[src/rtl/trap_route_pkg.sv]
package trap_route_pkg;
  typedef enum logic [1:0] {
    LVL_USER  = 2'b00,
    LVL_SUPV  = 2'b01,
    LVL_RSVD  = 2'b10,
    LVL_MACH  = 2'b11
  } level_e;
endpackage

[src/rtl/deleg_mask_reg.sv]
module deleg_mask_reg #(
  parameter int W = 32
) (
  input  logic         clk,
  input  logic         rst,
  input  logic         we,
  input  logic [W-1:0] wdata,
  input  logic [W-1:0] write_allow,
  input  logic [W-1:0] keep_allow,
  output logic [W-1:0] q,
  output logic [W-1:0] q_next
);
  always_comb begin
    q_next = (we ? (wdata & write_allow) : q) & keep_allow;
  end

  always_ff @(posedge clk) begin
    if (rst) q <= '0;
    else     q <= q_next;
  end

  assert_reset_clear_R1: assert property (@(posedge clk) rst |=> (q == '0));
  assert_hold_no_write_R5: assert property (@(posedge clk) disable iff (rst)
    (!we && ((q & keep_allow) == q)) |=> $stable(q));
endmodule

[src/rtl/deleg_route.sv]
module deleg_route
  import trap_route_pkg::*;
#(
  parameter int  XLEN    = 32,
  parameter int  CAUSE_W = 6,
  parameter bit  HAS_S   = 1'b1
) (
  input  logic               clk,
  input  logic               rst,
  input  logic [1:0]         priv,
  input  logic               valid,
  input  logic               is_irq,
  input  logic [CAUSE_W-1:0] cause,
  input  logic [XLEN-1:0]    m_exc,
  input  logic [XLEN-1:0]    m_irq,
  input  logic [XLEN-1:0]    s_exc,
  input  logic [XLEN-1:0]    s_irq,
  output logic [1:0]         level
);
  localparam int IDXW = $clog2(XLEN);

  logic [CAUSE_W:0] cause_ext;
  logic             in_range;
  logic [IDXW-1:0]  idx;
  logic             m_bit, s_bit, from_user, from_supv;

  always_comb begin
    cause_ext = {1'b0, cause};
    in_range  = cause_ext < (CAUSE_W+1)'(XLEN);
    idx       = cause[IDXW-1:0];
    m_bit     = in_range & (is_irq ? m_irq[idx] : m_exc[idx]);
    s_bit     = in_range & (is_irq ? s_irq[idx] : s_exc[idx]);
    from_user = (priv == LVL_USER);
    from_supv = (priv == LVL_SUPV);
    level     = LVL_MACH;
    if (valid && m_bit) begin
      if (HAS_S) begin
        if (from_user && s_bit)          level = LVL_USER;
        else if (from_user || from_supv) level = LVL_SUPV;
      end else if (from_user) begin
        level = LVL_USER;
      end
    end
  end

  assert_mach_priv_stays_R7: assert property (@(posedge clk) disable iff (rst)
    (valid && priv[1]) |-> (level == LVL_MACH));
  assert_supv_never_user_R7: assert property (@(posedge clk) disable iff (rst)
    (valid && from_supv) |-> (level != LVL_USER));
  assert_wide_cause_R8: assert property (@(posedge clk) disable iff (rst)
    (valid && !in_range) |-> (level == LVL_MACH));
  assert_user_only_from_user_R4: assert property (@(posedge clk) disable iff (rst)
    (level == LVL_USER) |-> (valid && from_user));
endmodule

[src/rtl/trap_route_unit.sv]
module trap_route_unit
  import trap_route_pkg::*;
#(
  parameter int XLEN    = 32,
  parameter int CAUSE_W = 6,
  parameter bit HAS_S   = 1'b1
) (
  input  logic               clk,
  input  logic               rst,
  input  logic [1:0]         cur_priv,
  input  logic               trap_valid,
  input  logic               trap_is_irq,
  input  logic [CAUSE_W-1:0] trap_cause,
  input  logic               m_exc_we,
  input  logic               m_irq_we,
  input  logic               s_exc_we,
  input  logic               s_irq_we,
  input  logic [XLEN-1:0]    csr_wdata,
  output logic [XLEN-1:0]    m_exc_mask,
  output logic [XLEN-1:0]    m_irq_mask,
  output logic [XLEN-1:0]    s_exc_mask,
  output logic [XLEN-1:0]    s_irq_mask,
  output logic               target_valid,
  output logic [1:0]         target_level
);
  localparam logic [XLEN-1:0] ALL_ONES = '1;

  logic [XLEN-1:0] m_exc_nx, m_irq_nx, s_exc_nx, s_irq_nx;
  logic [XLEN-1:0] s_exc_keep, s_irq_keep;

  assign s_exc_keep = HAS_S ? m_exc_nx : '0;
  assign s_irq_keep = HAS_S ? m_irq_nx : '0;

  deleg_mask_reg #(.W(XLEN)) u_m_exc (
    .clk(clk), .rst(rst), .we(m_exc_we), .wdata(csr_wdata),
    .write_allow(ALL_ONES), .keep_allow(ALL_ONES),
    .q(m_exc_mask), .q_next(m_exc_nx));

  deleg_mask_reg #(.W(XLEN)) u_m_irq (
    .clk(clk), .rst(rst), .we(m_irq_we), .wdata(csr_wdata),
    .write_allow(ALL_ONES), .keep_allow(ALL_ONES),
    .q(m_irq_mask), .q_next(m_irq_nx));

  deleg_mask_reg #(.W(XLEN)) u_s_exc (
    .clk(clk), .rst(rst), .we(s_exc_we), .wdata(csr_wdata),
    .write_allow(m_exc_mask), .keep_allow(s_exc_keep),
    .q(s_exc_mask), .q_next(s_exc_nx));

  deleg_mask_reg #(.W(XLEN)) u_s_irq (
    .clk(clk), .rst(rst), .we(s_irq_we), .wdata(csr_wdata),
    .write_allow(m_irq_mask), .keep_allow(s_irq_keep),
    .q(s_irq_mask), .q_next(s_irq_nx));

  deleg_route #(.XLEN(XLEN), .CAUSE_W(CAUSE_W), .HAS_S(HAS_S)) u_route (
    .clk(clk), .rst(rst), .priv(cur_priv), .valid(trap_valid),
    .is_irq(trap_is_irq), .cause(trap_cause),
    .m_exc(m_exc_mask), .m_irq(m_irq_mask),
    .s_exc(s_exc_mask), .s_irq(s_irq_mask),
    .level(target_level));

  assign target_valid = trap_valid;

  assert_s_under_m_R5: assert property (@(posedge clk) disable iff (rst)
    ((s_exc_mask & ~m_exc_mask) == '0) && ((s_irq_mask & ~m_irq_mask) == '0));
  assert_m_clear_drops_s_R6: assert property (@(posedge clk) disable iff (rst)
    m_exc_we |=> ((s_exc_mask & ~$past(csr_wdata)) == '0));
  assert_idle_machine_R10: assert property (@(posedge clk) disable iff (rst)
    !trap_valid |-> (target_level == LVL_MACH));

  generate
    if (!HAS_S) begin : g_mu_only
      assert_no_s_bits_R11: assert property (@(posedge clk) disable iff (rst)
        (s_exc_mask == '0) && (s_irq_mask == '0));
    end
  endgenerate
endmodule

[config.mk]
export PLATFORM = sky130hd
export DESIGN_NAME = trap_route_unit
export DESIGN_NICKNAME = d
export VERILOG_FILES = /design/src/rtl/trap_route_pkg.sv /design/src/rtl/deleg_mask_reg.sv /design/src/rtl/deleg_route.sv /design/src/rtl/trap_route_unit.sv
export SDC_FILE = /design/constraint.sdc
export NUM_CORES = 1
export LEC_CHECK = 0
export ABC_AREA = 1
export CAP_MARGIN = 20
export CORE_ASPECT_RATIO = 1.1
export CORE_MARGIN = 2
export CORE_UTILIZATION = 50
export DETAILED_ROUTE_END_ITERATION = 7
export GPL_ROUTABILITY_DRIVEN = 0
export PLACE_DENSITY = 0.83
export SLEW_MARGIN = 20
export SYNTH_ARGS = -nofsm -noshare
export SYNTH_HDL_FRONTEND = slang
export SYNTH_SLANG_ARGS = --single-unit
[constraint.sdc]
create_clock -name clk -period 2 [get_ports clk]
set_clock_uncertainty 0.05 [all_clocks]
set_input_delay 0.2 -clock clk [delete_from_list [all_inputs] [get_ports clk]]
set_output_delay 0.2 -clock clk [all_outputs]
set_load 0.01 [all_outputs]
### Word-level counts from Yosys, hierarchy flattened

Index checks and enable logic that the tools add are counted.

| operators by class | value |
|---|---|
| $lt $le $gt $ge | 2 |
| equal/unequal tests | 1 |
| mux-type cells | 17 |
| bitwise gates (word level) | 6 |
| reductions and logical operators | 4 |

Operators with widths:

| operator | number |
|---|---|
| 32-bit bitwise AND | 4 |
| 32-bit two-way mux | 4 |
| 1-bit binary-select mux with 5-bit select | 4 |
| 5-bit by 6-bit < comparator with 1-bit output (second input constant) | 1 |
| 6-bit < comparator (second input constant) | 1 |
| 1-bit two-way mux | 6 |
| 2-bit two-way mux | 3 |
| 1-bit bitwise AND | 2 |
| 2-bit by 1-bit == test with 1-bit output (second input constant) | 1 |
| 1-bit logical AND | 2 |
| 2-bit zero test | 1 |
| 1-bit logical OR | 1 |

| storage, ports and cells | value |
|---|---|
| flip-flop bits (word level) | 128 |
| bits of input ports | 48 |
| output and inout port bits | 131 |
| word-level logic and storage cells | 34 |

### Logic depth before layout (Yosys ltp)

Gate-level depths: netlist of the first run.

| logic depth | value |
|---|---|
| depth in word-level cells | 7 |
| mapped depth | 11 |
| gate-level depth less buffers | 10 |

### By module

A second synthesis of the first run with hierarchy kept.

| second synthesis, totals | value |
|---|---|
| cells, all modules | 1501 |
| area total of the unflattened synthesis | 8052.7 um^2 |

By module, submodules not included:

| module | instances | cells each | area each (um^2) |
|---|---|---|---|
| deleg_mask_reg | 4 | 298 | 1669.1 |
| deleg_route | 1 | 307 | 1365.1 |
| trap_route_unit | 1 | 2 | 11.3 |

### Worst setup path before layout of the first run

OpenSTA, ideal clock, no wires.

| path | value |
|---|---|
| kind | input to output |
| start point | input trap_cause[2] |
| end point | output target_level[0] |
| data arrival time | 1.237 ns |
| data required time | 1.750 ns |
| slack | 0.513 ns |
| cell stages on the path | 10 |
| buffers on the path | 2 |
| path through | buf_2 -> inv_1 -> buf_2 -> nand3_1 -> nand2_1 -> nand2_1 -> nand3_1 -> nand3_1 -> a21oi_1 -> nand2_1 |

| between the ends | value |
|---|---|
| longest elaborated chain between the ends | 7 |
| elaborated cells on any way between the ends | 17 |
| classes of those cells | order compare (1); mux (12); bitwise (2); reduce/logical (2) |

RTL lines:

| element | RTL line | RTL |
|---|---|---|
| start: declaration | trap_route_unit.sv:13 | `input logic [CAUSE_W-1:0] trap_cause,` |
| 1-bit binary-select mux with 5-bit select | deleg_route.sv:32 | `s_bit = in_range & (is_irq ? s_irq[idx] : s_exc[idx]);` |
| 1-bit two-way mux (not written as such) | deleg_route.sv:32 |  |
| 1-bit two-way mux | deleg_route.sv:32 |  |
| 1-bit bitwise AND | deleg_route.sv:32 |  |
| 1-bit logical AND | deleg_route.sv:38 | `if (from_user && s_bit) level = LVL_USER;` |
| 2-bit two-way mux | deleg_route.sv:38 |  |
| 2-bit two-way mux (*) | deleg_route.sv:36 | `if (valid && m_bit) begin` |
| end: declaration | trap_route_unit.sv:24 | `output logic [1:0] target_level` |

Every way passes the cells marked *; elsewhere a longest branch is shown, timed or not. The select of a mux whose other input is x is not followed.

### Worst setup path after layout of the first run

| path | value |
|---|---|
| start point | register u_s_irq.q[6] |
| end point | output target_level[0] |

| between the ends | value |
|---|---|
| longest elaborated chain between the ends | 7 |

RTL lines:

| element | RTL line | RTL |
|---|---|---|
| start: declaration | deleg_mask_reg.sv:10 | `output logic [W-1:0] q,` |
| start signal: assignment | deleg_mask_reg.sv:19 | `else q <= q_next;` |
| 1-bit binary-select mux with 5-bit select | deleg_route.sv:32 |  |
| 1-bit two-way mux (not written as such) | deleg_route.sv:32 |  |
| 1-bit two-way mux | deleg_route.sv:32 |  |
| 1-bit bitwise AND | deleg_route.sv:32 |  |
| 1-bit logical AND | deleg_route.sv:38 |  |
| 2-bit two-way mux | deleg_route.sv:38 |  |
| 2-bit two-way mux | deleg_route.sv:36 |  |

No other way between the ends. The select of a mux whose other input is x is not followed.

==> run metrics, run 1 <==
Total Power=7.01 mW; Die W=109 µm; clk buf depth=2; placed cells=1,325; CTS hold repair buffers=0; antenna violations before repair=2; Detailed Routing Iterations Pass 1=6; Routed Antenna Nets=0; FF-to-FF Start=u_m_exc.q[6]; sequential standard cell area=2650 µm²; post-DP HPWL=15,400 µm; Crit Path Class=reg2out; clk_lat worst skew=0.42 ns; row count=42; syn avg cell area=6.66 µm²; CTS Sinks=128; RSZ-0062 raised after global routing=yes; Initial Util=51.0%; worst-margin pin slew=0.488 ns; Reg2Reg Depth=4; fill cell count=744; first-pass GRT wire length=34,900 µm; Worst-path clk slew=0.06 ns; Critical Path RT=1.75 ns; Tot GR Track Use=34.1%; status=complete, no violations; core area=12,000 µm²; Hold Path Cell Cnt=3; Final Cycle Share=99.8%; worst hold slack=0.267 ns; Hold Crit Endpoint=u_m_irq.q[6]; commonest non-fill, non-tap cell in the layout=clkdlybuf4s50_1; I/O pin cnt=179; CP endpoint kind=primary output; largest net degree at the start of global routing=65; register-to-register setup slack=0.85 ns; Core Util, Final=81.2%; FF+latch count, synth=128; final net count=1,239; Max-Cap Viols=0; max-slew violations=0; Rel. slew slack=67.5%; CP arrival=1.75 ns; die footprint=13,100 µm²; Max FO, Critical Path=2; vias in the first global route=7,003; number of port buffers=178; Hold/Removal Path Class=in2reg; P_leak=4.02 nW; global route overflow=0; CTS Root Cell=clkbuf_16; Chip Height=120 µm; Synth Cell Area=6110 µm²; Finished Layout Cells=1,359; Worst IR Drop VDD=0.000393 V; CP startpoint kind=flip-flop; final setup margin=0.00442 ns; post-layout min period=2.00 ns; Setup Viol. Count Final=0; TritonCTS buffer count=17; Via density=5.54; share of layout cells above drive strength 1=22.4%; Power Density=720 nW/µm²; Place WS=-0.508 ns; vias=7,523; TNS Setup=0 ns; Final Hold Viols=0; Mapped Cells=918; initial DRC count=763; TritonCTS clock tree=built; Max Fclk=501 MHz; synth warn=0; placed inst area=8920 µm²; routed length per instance=16.7 µm; multi-input combinational cell area=3150 µm²; r2r endpoint=u_s_exc.q[6]; Yosys cell types=16; commonest cells after routing, fill and taps aside=170 x clkdlybuf4s50_1, 160 x nand2_1, 148 x nand3_1; H-tree levels=4; syn nets=966; Hold Crit Start=rst; fin area=9730 µm²; Remaining DRCs=0; Area Overhead vs Synth=59.1%; Post-Route WL=22,800 µm; sequential fraction of the synthesis area=41.9%
-- layer usage --
metal / routed length [µm] / track usage (%)
met1: 8610 / 42.4
met2: 10800 / 55.2
met3: 2180 / 7.77
met4: 1130 / 16.8
met5: 0 / 0
-- layout make-up --
class                      count  area share (%)
tap                          154            1.98
sequential                   128            27.2
timing repair buffer         313            29.6
antenna                        2          0.0515
clock inverter                10            1.16
inverter                      74            2.86
multi-input combinational    657            32.3
clock buffer                  21            4.73
-- registers in the layout, summed over array words and instances, names as in the netlist --
| signal | count |
|---|---|
| u_m_exc.q | 32 |
| u_m_irq.q | 32 |
| u_s_exc.q | 32 |
| u_s_irq.q | 32 |
-- timing repair --
| item | 4_1_cts | 5_1_grt |
|---|---|---|
| pin swaps | 2 | 21 |
| setup buffers | 0 | 2 |
| setup endpoints to repair | 2 | 2 |
| resized for setup | 26 | 87 |
-- report_power, final --
part | switching, mW | internal (mW) | total, mW
Combinational | 0.638 | 0.594 | 1.23
Clock | 1.15 | 1.88 | 3.03
Sequential | 0.0758 | 2.67 | 2.74
Total | 1.86 | 5.14 | 7.01
-- worst max-delay path by stage --
| stage | from | cells past startpoint | endpoint | slack, ns |
|---|---|---|---|---|
| final | u_s_irq.q[6] | 10 | target_level[0] | 0.004 |
| after global routing | u_m_exc.q[14] | 10 | target_level[0] | -0.08 |
| after CTS | u_m_exc.q[13] | 10 | target_level[1] | 0.006 |
| after detailed placement | trap_cause[1] | 13 | target_level[0] | -0.51 |
| after global placement | trap_cause[1] | 13 | target_level[0] | -0.53 |
| after floorplan | trap_cause[2] | 10 | target_level[0] | 0.51 |
-- synth_stat cells (all sizes together) --
cell    instances  area share [%]
nand3         170              14
nand2         164              10
dfxtp         128              42
nor2          125             7.7
inv            74             4.5
o21ai          66             5.4
and2           64             6.5
nor3           62             5.1
clkbuf         32             2.0
buf            27             2.4
a21oi           6            0.49
-- worst max-delay path, stage by stage, from the launching register on --
cell and delay, ns:
dfxtp_2 0.32, inv_1 0.07, o21ai_1 0.16, nand3_1 0.10
nand2_1 0.10, nand2_2 0.06, nand3_2 0.07, nand3_2 0.06
a21oi_2 0.18, nand2_1 0.06, buf_2 0.14
-- kinds of logic after synthesis --
group | Yosys count | synth area share [%]
AND/OR/NAND/NOR | 585 | 43.3
buffers and inverters | 133 | 8.90
flip-flops | 128 | 41.9
AO/OA/AOI/OAI | 72 | 5.89
Note: power is estimated with default switching activity, not from simulation.
==> run 2: changes to the inputs <==
--- a/config.mk
+++ b/config.mk
@@ -9,10 +9,10 @@
 export CAP_MARGIN = 20
 export CORE_ASPECT_RATIO = 1.1
 export CORE_MARGIN = 2
-export CORE_UTILIZATION = 50
+export CORE_UTILIZATION = 48
 export DETAILED_ROUTE_END_ITERATION = 7
 export GPL_ROUTABILITY_DRIVEN = 0
-export PLACE_DENSITY = 0.83
+export PLACE_DENSITY = 0.8
 export SLEW_MARGIN = 20
 export SYNTH_ARGS = -nofsm -noshare
 export SYNTH_HDL_FRONTEND = slang
==> run 2 against run 1 <==
Cell area shrank 4.6%. Maximum frequency grew 0.80%. Worst setup slack gained 0.016 ns. Largest power group unchanged.
==> run metrics, run 2 (synthesis results as in run 1) <==
Net Switching=1.85 mW; Chip Height=122 µm; placed inst area=8520 µm²; CP endpoint kind=primary output; Crit-path slowest cell=dfxtp_1; initial DRC count=660; Initial Util=48.8%; Power Density=758 nW/µm²; largest net degree at the start of global routing=65; Via density=5.40; top sig layer=met5; Worst-path clk slew=0.06 ns; Combinational Power Share=16.6%; first-pass GRT wire length=32,900 µm; H-tree levels=4; Max FO, Critical Path=3; max-slew violations=0; CP arrival=1.73 ns; clk buf depth=2; Met1 Wirelength=8290 µm; share of layout cells above drive strength 1=16.9%; clk_lat worst skew=0.41 ns; Detailed Routing Iterations Pass 1=5; Tot GR Track Use=30.1%; TritonCTS clock tree=built; Internal Power=5.18 mW; Area Overhead vs Synth=51.8%; core area=12,500 µm²; number of port buffers=178; Critical Path RT=1.75 ns; Worst IR Drop VDD=0.000420 V; global route overflow=0; Max Fclk=505 MHz; sw frac=26.4%; RSZ-0062 raised after global routing=yes; post-layout min period=1.98 ns; worst-margin pin slew=0.500 ns; vias=7,079; Seq pwr share=39.0%; P_leak=3.74 nW; routed length per instance=15.9 µm; die footprint=13,700 µm²; commonest non-fill, non-tap cell in the layout=clkdlybuf4s50_1; Die W=112 µm; met2 WL=10,200 µm; Hold/Removal Path Class=in2reg; final setup margin=0.0203 ns; Setup Viol. Count Final=0; Place WS=-0.535 ns; antenna violations before repair=1; row count=43; CTS Sinks=128; CTS Root Cell=clkbuf_16; clock power share=44.4%; Max-Cap Viols=0; post-DP HPWL=14,800 µm; CP startpoint kind=flip-flop; final net count=1,188; Final Hold Viols=0; vias in the first global route=6,640; fill cell count=952; Crit Path Class=reg2out; Remaining DRCs=0; CP cell instances=nand2_1 -> nand3_1 -> nand3_1 -> nand2_1 -> nand2_1 -> nand3_1 -> nand3_2 -> a21oi_2 -> nand2_2 -> buf_2; fin area=9280 µm²; slowest cell delay on critical path=0.41 ns; status=complete, no violations; I/O pin cnt=179; Total Power=7.04 mW; Routed Antenna Nets=0; DR WL met3=1640 µm; Final Cycle Share=99.0%; Post-Route WL=20,800 µm; Rel. slew slack=66.7%; commonest cells after routing, fill and taps aside=170 x clkdlybuf4s50_1, 165 x nand3_1, 163 x nand2_1; TritonCTS buffer count=17; diode count=0
## run 2: changes by cell type in the layout (fill, tap and decap cells not counted), moves of 4 or more
cell | before | now
dfxtp_2 | 67 | 61
dfxtp_1 | 60 | 66
nand3_2 | 22 | 5
nand3_1 | 148 | 165
buf_4 | 124 | 69
clkinv_4 | 0 | 4
## run 2: critical path: cells and delay by family (launching register included)
| family | cells | cell delay (ns) |
|---|---|---|
| AND/OR/NAND/NOR | 8 | 0.60 |
| flip-flops | 1 | 0.41 |
| AO/OA/AOI/OAI | 1 | 0.16 |
| buffers and inverters | 1 | 0.14 |
## run 2: layout make-up
cell class | instances | area, µm² | share of cell area (%)
multi-input cells | 657 | 3040 | 32.8
flip-flops and latches | 128 | 2640 | 28.5
repair buffers | 262 | 2530 | 27.2
clock buffers | 17 | 425 | 4.58
inverters | 74 | 278 | 2.99
well taps | 157 | 196 | 2.12
clock inverters | 15 | 170 | 1.83
## run 2: what timing repair did
action / 4_1_cts / 5_1_grt
gates resized for setup: 25 / 63
hold endpoints to repair: 0 / 0
cloned: 0 / 0
pin swaps: 2 / 11
buffers inserted: 1 / 4
hold buffers: 0 / 0
endpoints found under the setup margin: 2 / 2
## run 2: layer usage
layer | global-route usage [%] | vias to the layer above
met1 | 36.8 | 3217
met5 | 0 | -
li1 | - | 3416
met2 | 51.0 | 377
met4 | 16.4 | 2
met3 | 5.19 | 67
## run 2: per-stage QoR
step                setup TNS, ns  utilization, %  std cells  hold WS, ns
global route               -0.182            74.0       1310        0.291
CTS                             0            72.9       1306        0.247
floorplan                       0               -        918        0.311
global placement            -1.04            68.0       1273        0.480
detailed placement          -1.07            68.0       1273        0.484
finish                          0            74.0       1310        0.266
## run 2: power groups by stage
stage | Sequential (mW) | Clock (mW) | Combinational, mW
final | 2.75 | 3.13 | 1.17
after floorplan | 2.85 | 0 | 0.436
after global routing | 2.75 | 3.27 | 1.26
after CTS | 2.74 | 3.13 | 1.14
after global placement | 2.79 | 0 | 1.11
after detailed placement | 2.79 | 0 | 1.13
## run 2: path summary, 6_finish.rpt
path	start	endpoint	slack, ns	depth (start not counted)
setup / recovery	u_s_irq.q[22]	target_level[0]	0.02	10
hold / removal	rst	u_m_irq.q[6]	0.27	2
setup reg to reg	u_m_irq.q[1]	u_s_irq.q[1]	0.97	4
hold reg to reg	u_m_exc.q[10]	u_m_exc.q[10]	0.49	2
